## config.mk

```make
export PLATFORM = sky130hd
export DESIGN_NAME = irq_resolver
export DESIGN_NICKNAME = d
export VERILOG_FILES = /design/src/rtl/irq_resolver_pkg.sv /design/src/rtl/irq_req_capture.sv /design/src/rtl/irq_prio_scan.sv /design/src/rtl/irq_resolver.sv
export SDC_FILE = /design/constraint.sdc
export NUM_CORES = 1
export LEC_CHECK = 0
export BUFFER_PORTS_ARGS = -buffer_cell sky130_fd_sc_hd__buf_4
export CAP_MARGIN = 20
export CORE_MARGIN = 1
export CORE_UTILIZATION = 53
export DETAILED_ROUTE_END_ITERATION = 6
export PLACE_DENSITY = 0.81
export SKIP_CTS_REPAIR_TIMING = 1
export SLEW_MARGIN = 20
export SYNTH_ARGS = -nofsm -noshare
export SYNTH_HDL_FRONTEND = slang
export SYNTH_SLANG_ARGS = --single-unit
```

## constraint.sdc

```tcl
create_clock -name clk -period 3.57 [get_ports clk]
set_input_delay 0.5355 -clock clk [delete_from_list [all_inputs] [get_ports clk]]
set_output_delay 0.5355 -clock clk [all_outputs]
set_load 0.01 [all_outputs]
```

## src/rtl/irq_resolver_pkg.sv

```systemverilog
// Package: shared constants and types of the interrupt resolver.
// Assumes: the line count is a power of two, so rotation is a plain
// truncated add.
package irq_resolver_pkg;

    // Default number of request lines handled by one resolver.
    localparam int DEF_LINES = 8;

    // Default line index of the cascade input on a master unit.
    localparam int DEF_CASCADE = 2;

    // Mode flags that shape how the in-service priority is formed.
    typedef struct packed {
        logic special_mask;
        logic special_nested;
        logic is_master;
    } res_mode_t;

endpackage

```

## src/rtl/irq_req_capture.sv

```systemverilog
// Module: per-line request capture. A level line copies its input; an
// edge line is set on a 0->1 transition and held until a clear strobe.
// Assumes: the inputs are synchronous to clk. The previous-level record
// is updated on every line, whatever its mode, so that a mode switch
// never sees a stale history.
module irq_req_capture #(
    parameter int N_LINES = 8
) (
    input  logic               clk,
    input  logic               rst_n,
    input  logic [N_LINES-1:0] raw_in,
    input  logic [N_LINES-1:0] is_level,
    input  logic [N_LINES-1:0] clr_in,
    output logic [N_LINES-1:0] req_q
);

    logic [N_LINES-1:0] last_lvl_q;

    for (genvar gi = 0; gi < N_LINES; gi++) begin : g_line
        // Purpose: record the input level for edge detection on this line.
        always_ff @(posedge clk) begin
            if (!rst_n) last_lvl_q[gi] <= 1'b0;
            else        last_lvl_q[gi] <= raw_in[gi];
        end

        // Purpose: update this line's request bit by its trigger mode.
        always_ff @(posedge clk) begin
            if (!rst_n) begin
                req_q[gi] <= 1'b0;
            end else if (is_level[gi]) begin
                req_q[gi] <= raw_in[gi];
            end else if (raw_in[gi] && !last_lvl_q[gi]) begin
                req_q[gi] <= 1'b1;
            end else if (clr_in[gi]) begin
                req_q[gi] <= 1'b0;
            end
        end


        level_follow_chk: assert property (@(posedge clk) disable iff (!rst_n)
            ($past(rst_n) && $past(is_level[gi])) |-> (req_q[gi] == $past(raw_in[gi])));


        edge_set_chk: assert property (@(posedge clk) disable iff (!rst_n)
            ($past(rst_n) && !$past(is_level[gi]) && $rose(req_q[gi])) |-> $past(raw_in[gi]));
    end

endmodule

```

## src/rtl/irq_prio_scan.sv

```systemverilog
// Module: rotated priority search. It returns the smallest relative
// position whose line bit is set, where position p is line
// (p + offset) mod N. It returns N when no bit is set.
// Assumes: N_LINES is a power of two.
module irq_prio_scan #(
    parameter int N_LINES = 8,
    localparam int IDX_W = $clog2(N_LINES),
    localparam int POS_W = IDX_W + 1
) (
    input  logic [N_LINES-1:0] vec,
    input  logic [IDX_W-1:0]   offset,
    output logic [POS_W-1:0]   pos
);

    // Purpose: scan from the lowest priority upward so that the last hit,
    // which is the smallest position, wins.
    always_comb begin
        pos = POS_W'(N_LINES);
        for (int p = N_LINES - 1; p >= 0; p--) begin
            if (vec[IDX_W'(p) + offset]) pos = POS_W'(p);
        end
    end

endmodule

```

## src/rtl/irq_resolver.sv

```systemverilog
// Module: top of the rotating priority interrupt resolver. It captures
// the requests and removes the masked ones. It forms the in-service
// priority under the special modes, compares the two and registers the
// interrupt output and the winning line.
// Assumes: the mask, in-service, offset and mode inputs are driven
// synchronously by the owning controller.
module irq_resolver
    import irq_resolver_pkg::*;
#(
    parameter int N_LINES = DEF_LINES,
    parameter int CASCADE_LINE = DEF_CASCADE,
    localparam int IDX_W = $clog2(N_LINES),
    localparam int POS_W = IDX_W + 1
) (
    input  logic               clk,
    input  logic               rst_n,
    input  logic [N_LINES-1:0] irq_req,
    input  logic [N_LINES-1:0] trig_level,
    input  logic [N_LINES-1:0] req_clr,
    input  logic [N_LINES-1:0] mask,
    input  logic [N_LINES-1:0] in_service,
    input  logic [IDX_W-1:0]   prio_offset,
    input  logic               special_mask,
    input  logic               special_nested,
    input  logic               is_master,
    output logic               irq_out,
    output logic [IDX_W-1:0]   win_line
);

    res_mode_t          mode;
    logic [N_LINES-1:0] req_q;
    logic [N_LINES-1:0] pend;
    logic [N_LINES-1:0] isr_eff;
    logic [POS_W-1:0]   best_pos;
    logic [POS_W-1:0]   cur_pos;
    logic               fire;
    logic [IDX_W-1:0]   win_next;
    logic               irq_q;
    logic [IDX_W-1:0]   win_q;

    assign mode = '{special_mask: special_mask,
                    special_nested: special_nested,
                    is_master: is_master};

    irq_req_capture #(.N_LINES(N_LINES)) u_capture (
        .clk      (clk),
        .rst_n    (rst_n),
        .raw_in   (irq_req),
        .is_level (trig_level),
        .clr_in   (req_clr),
        .req_q    (req_q)
    );

    // Purpose: keep only the unmasked requests as candidates.
    always_comb pend = req_q & ~mask;

    // Purpose: form the in-service set that sets the current priority.
    always_comb begin
        isr_eff = in_service;
        if (mode.special_mask) isr_eff = isr_eff & ~mask;
        if (mode.special_nested && mode.is_master) isr_eff[CASCADE_LINE] = 1'b0;
    end

    irq_prio_scan #(.N_LINES(N_LINES)) u_scan_pend (
        .vec    (pend),
        .offset (prio_offset),
        .pos    (best_pos)
    );

    irq_prio_scan #(.N_LINES(N_LINES)) u_scan_isr (
        .vec    (isr_eff),
        .offset (prio_offset),
        .pos    (cur_pos)
    );

    // Purpose: decide whether to interrupt, and map the position to a line.
    always_comb begin
        fire     = best_pos < cur_pos;
        win_next = fire ? (best_pos[IDX_W-1:0] + prio_offset) : '0;
    end

    // Purpose: register the interrupt output and the winning line.
    always_ff @(posedge clk) begin
        if (!rst_n) begin
            irq_q <= 1'b0;
            win_q <= '0;
        end else begin
            irq_q <= fire;
            win_q <= win_next;
        end
    end

    assign irq_out  = irq_q;
    assign win_line = win_q;

    logic [N_LINES-1:0] win_oh;
    assign win_oh = irq_q ? (N_LINES'(1) << win_q) : '0;


    win_was_pending_chk: assert property (@(posedge clk) disable iff (!rst_n)
        irq_q |-> (($past(req_q & ~mask) & win_oh) != '0));


    idle_line_zero_chk: assert property (@(posedge clk) disable iff (!rst_n)
        !irq_q |-> (win_q == '0));


    no_req_no_irq_chk: assert property (@(posedge clk) disable iff (!rst_n)
        ($past(rst_n) && ($past(pend) == '0)) |-> !irq_q);


    full_isr_block_chk: assert property (@(posedge clk) disable iff (!rst_n)
        ($past(rst_n) && ($past(isr_eff) == '1)) |-> !irq_q);

endmodule

```

==> metrics <==
die area about 0.0037 mm²; Power Density between 300 and 400 mW/mm²; Hold WC Path Type primary input to flop; Slew @ Worst Pin ~0.4 ns; largest area contributor in the netlist dfxtp_1; Max H-tree Level 1; Primary FF master, synth dfxtp_1; commonest non-fill, non-tap cell in the layout buf_4; met2 WL 2040 µm; Seq/Total Area, Yosys 0.217; Die W between 60 and 70 µm; logic depth of the worst path, buffers included 12; DRT antenna net count 0; Worst EP required about 3.8 ns; Synth async-reset ratio 0; worst r2r dst win_line[2]; Inserted Clock Buffers 3; pin count of the biggest net entering global routing 19; Rows 21; CP endpoint kind flop; Synth top area share 0.217; drt total wl 4200 µm; met3 WL about 140 µm; startpoint class of the critical path primary input; Mapped Area 0.00185 mm²; worst rel slew slack 0.730; hpwl dp around 3500 µm; CTS tree built; Leakage 1.03 nW; Area Overhead vs Synth 26.0%; Final Skew around 0.0075 ns; Worst path max stage delay ~0.36 ns; # port buffers 51; drt pass-1 iters 4; top routing layer in use met4; fmax approximately 320 MHz; Final min period about 3.1 ns; final core occ 0.697; # diodes 0; Clk Latency, worst-skew pair between 0.3 and 0.4 ns; initial antenna violation count 0; Final Hold Fails 0; WL met1 1960 µm; Initial DRC Count 63; total number of vias ~1.7k; post-route clock period utilization 0.866; commonest cells after routing, fill and taps aside buf_4 (55), dfxtp_1 (20), mux2i_1 (18), nand2_1 (18), a21boi_0 (15); vias in the first global route around 1.6k; RR Startpoint u_capture.req_q[6]; CTS Buffer Depth 2; # IOs 52; Initial Utilization 0.553; worst-case reg-to-reg path depth 11; Clock Tree Root clkbuf_4; CP bufs+invs 3; status completed; worst-path fanout max 8; hold wc startpoint irq_req[2]; Worst-path clk slew around 0.13 ns; Total GRT Usage 0.252; Area contributors post-synth dfxtp_1 (22%), mux4_2 (12%), mux2i_1 (9.8%); Routed WL per cell between 10 and 15 µm; worst reg2reg setup slack around 0.66 ns; Slowest cell on crit path mux2_2; Syn Nets between 200 and 300; synthesized instance count 207; endpoints failing setup 0; routability cong. slightly above 0.8; # DRC 0; hold path cells 2; Layout Nets around 320; die height slightly above 60 µm; Sink Count 20; peak supply drop about 180 µV; DP Worst Slack 0.173 ns; Distinct cells, synth 45; Ys Warns 0; Seq cells post-synth 20; RSZ-0062 raised after global routing false; Fillers 295; setup TNS after final layout 0 ns; drt via density around 5.6; first-pass GRT wire length approximately 6900 µm; EDFF count, synth 0; critical-path cell list buf_4, inv_2, buf_4, mux2_2, mux2_2, mux2_2, nor3_1, o21ai_0, ha_1, a21o_1, a21oi_1, nor4b_2; Crit Path Category primary input to flop; Final Slew Violations 0; core area between 0.003 and 0.004 mm²; maxcap violations 0; most frequent CP cell mux2_2; slack of the critical path approximately 0.48 ns; Worst Hold Endpoint u_capture.last_lvl_q[2]; gr ovfl total 0; Worst path top cell family by delay multiplexers; share of layout cells above drive strength 1 0.299; CP Data Arrival Time 3.33 ns; syn_area_per_cell between 8 and 9 µm²
routing by layer:
metal,vias up,track usage
li1,868,-
met1,799,0.324
met2,38,0.435
met3,6,0.0504
met4,0,0.0682
met5,-,0
stage by stage:
stage / hold slack (ns) / instance area (µm²) / instances / power, mW
after detailed placement: 0.451 / 2290 / 303 / 0.597
after CTS: 0.416 / 2330 / 307 / 0.736
after global routing: 0.416 / 2330 / 307 / 0.786
final: 0.423 / 2330 / 307 / 0.733
after floorplan: 0.436 / 1850 / 207 / 0.487
after global placement: 0.448 / 2290 / 303 / 0.589
worst max path at each step:
stage	from	endpoint	slack (ns)
2_1_floorplan	prio_offset[1]	win_line[2]	0.29
3_3_place_gp	prio_offset[0]	win_line[1]	0.24
3_5_place_dp	prio_offset[0]	win_line[2]	0.17
4_1_cts	prio_offset[0]	win_line[1]	0.51
5_1_grt	prio_offset[0]	win_line[1]	0.27
6_report	prio_offset[0]	win_line[1]	0.48
cell usage after synthesis, drive strengths merged (3+ instances only):
library cell	count
ha	6
xnor2	3
xor2	3
inv	12
mux2i	18
buf	3
nor3	3
o211ai	4
nand2b	7
dfxtp	20
mux4	11
a21oi	3
mux2	5
and2	13
nor2b	9
nand2	18
nor2	14
o21ai	13
a21boi	15
registers in the layout (all words and copies together) (netlist names):
| name | count |
|---|---|
| win_line | 3 |
| irq_out | 1 |
| u_capture.req_q | 8 |
| u_capture.last_lvl_q | 8 |
cell families after synthesis:
logic type,share of synthesized area
and+or+nand+nor,0.222
buffers and inverters,0.0407
adders and majority gates,0.0515
muxes,0.264
xor gates and xnor gates,0.0285
DFF,0.217
AOI/OAI and AO/OA,0.176
layout make-up:
class | instances | area, µm² | share of cell area
inverters | 13 | 48.8 | 0.0210
well taps | 46 | 57.6 | 0.0247
repair buffers | 55 | 413 | 0.178
flip-flops and latches | 20 | 400 | 0.172
multi-input cells | 169 | 1370 | 0.589
clock buffers | 4 | 36.3 | 0.0156
report_power, final:
group	switching (mW)	internal (mW)	total, mW
registers	0.00817	0.247	0.255
clock network	0.0764	0.0623	0.139
logic	0.164	0.175	0.340
total	0.249	0.484	0.733
No activity file was read; power rests on OpenSTA's default activity.
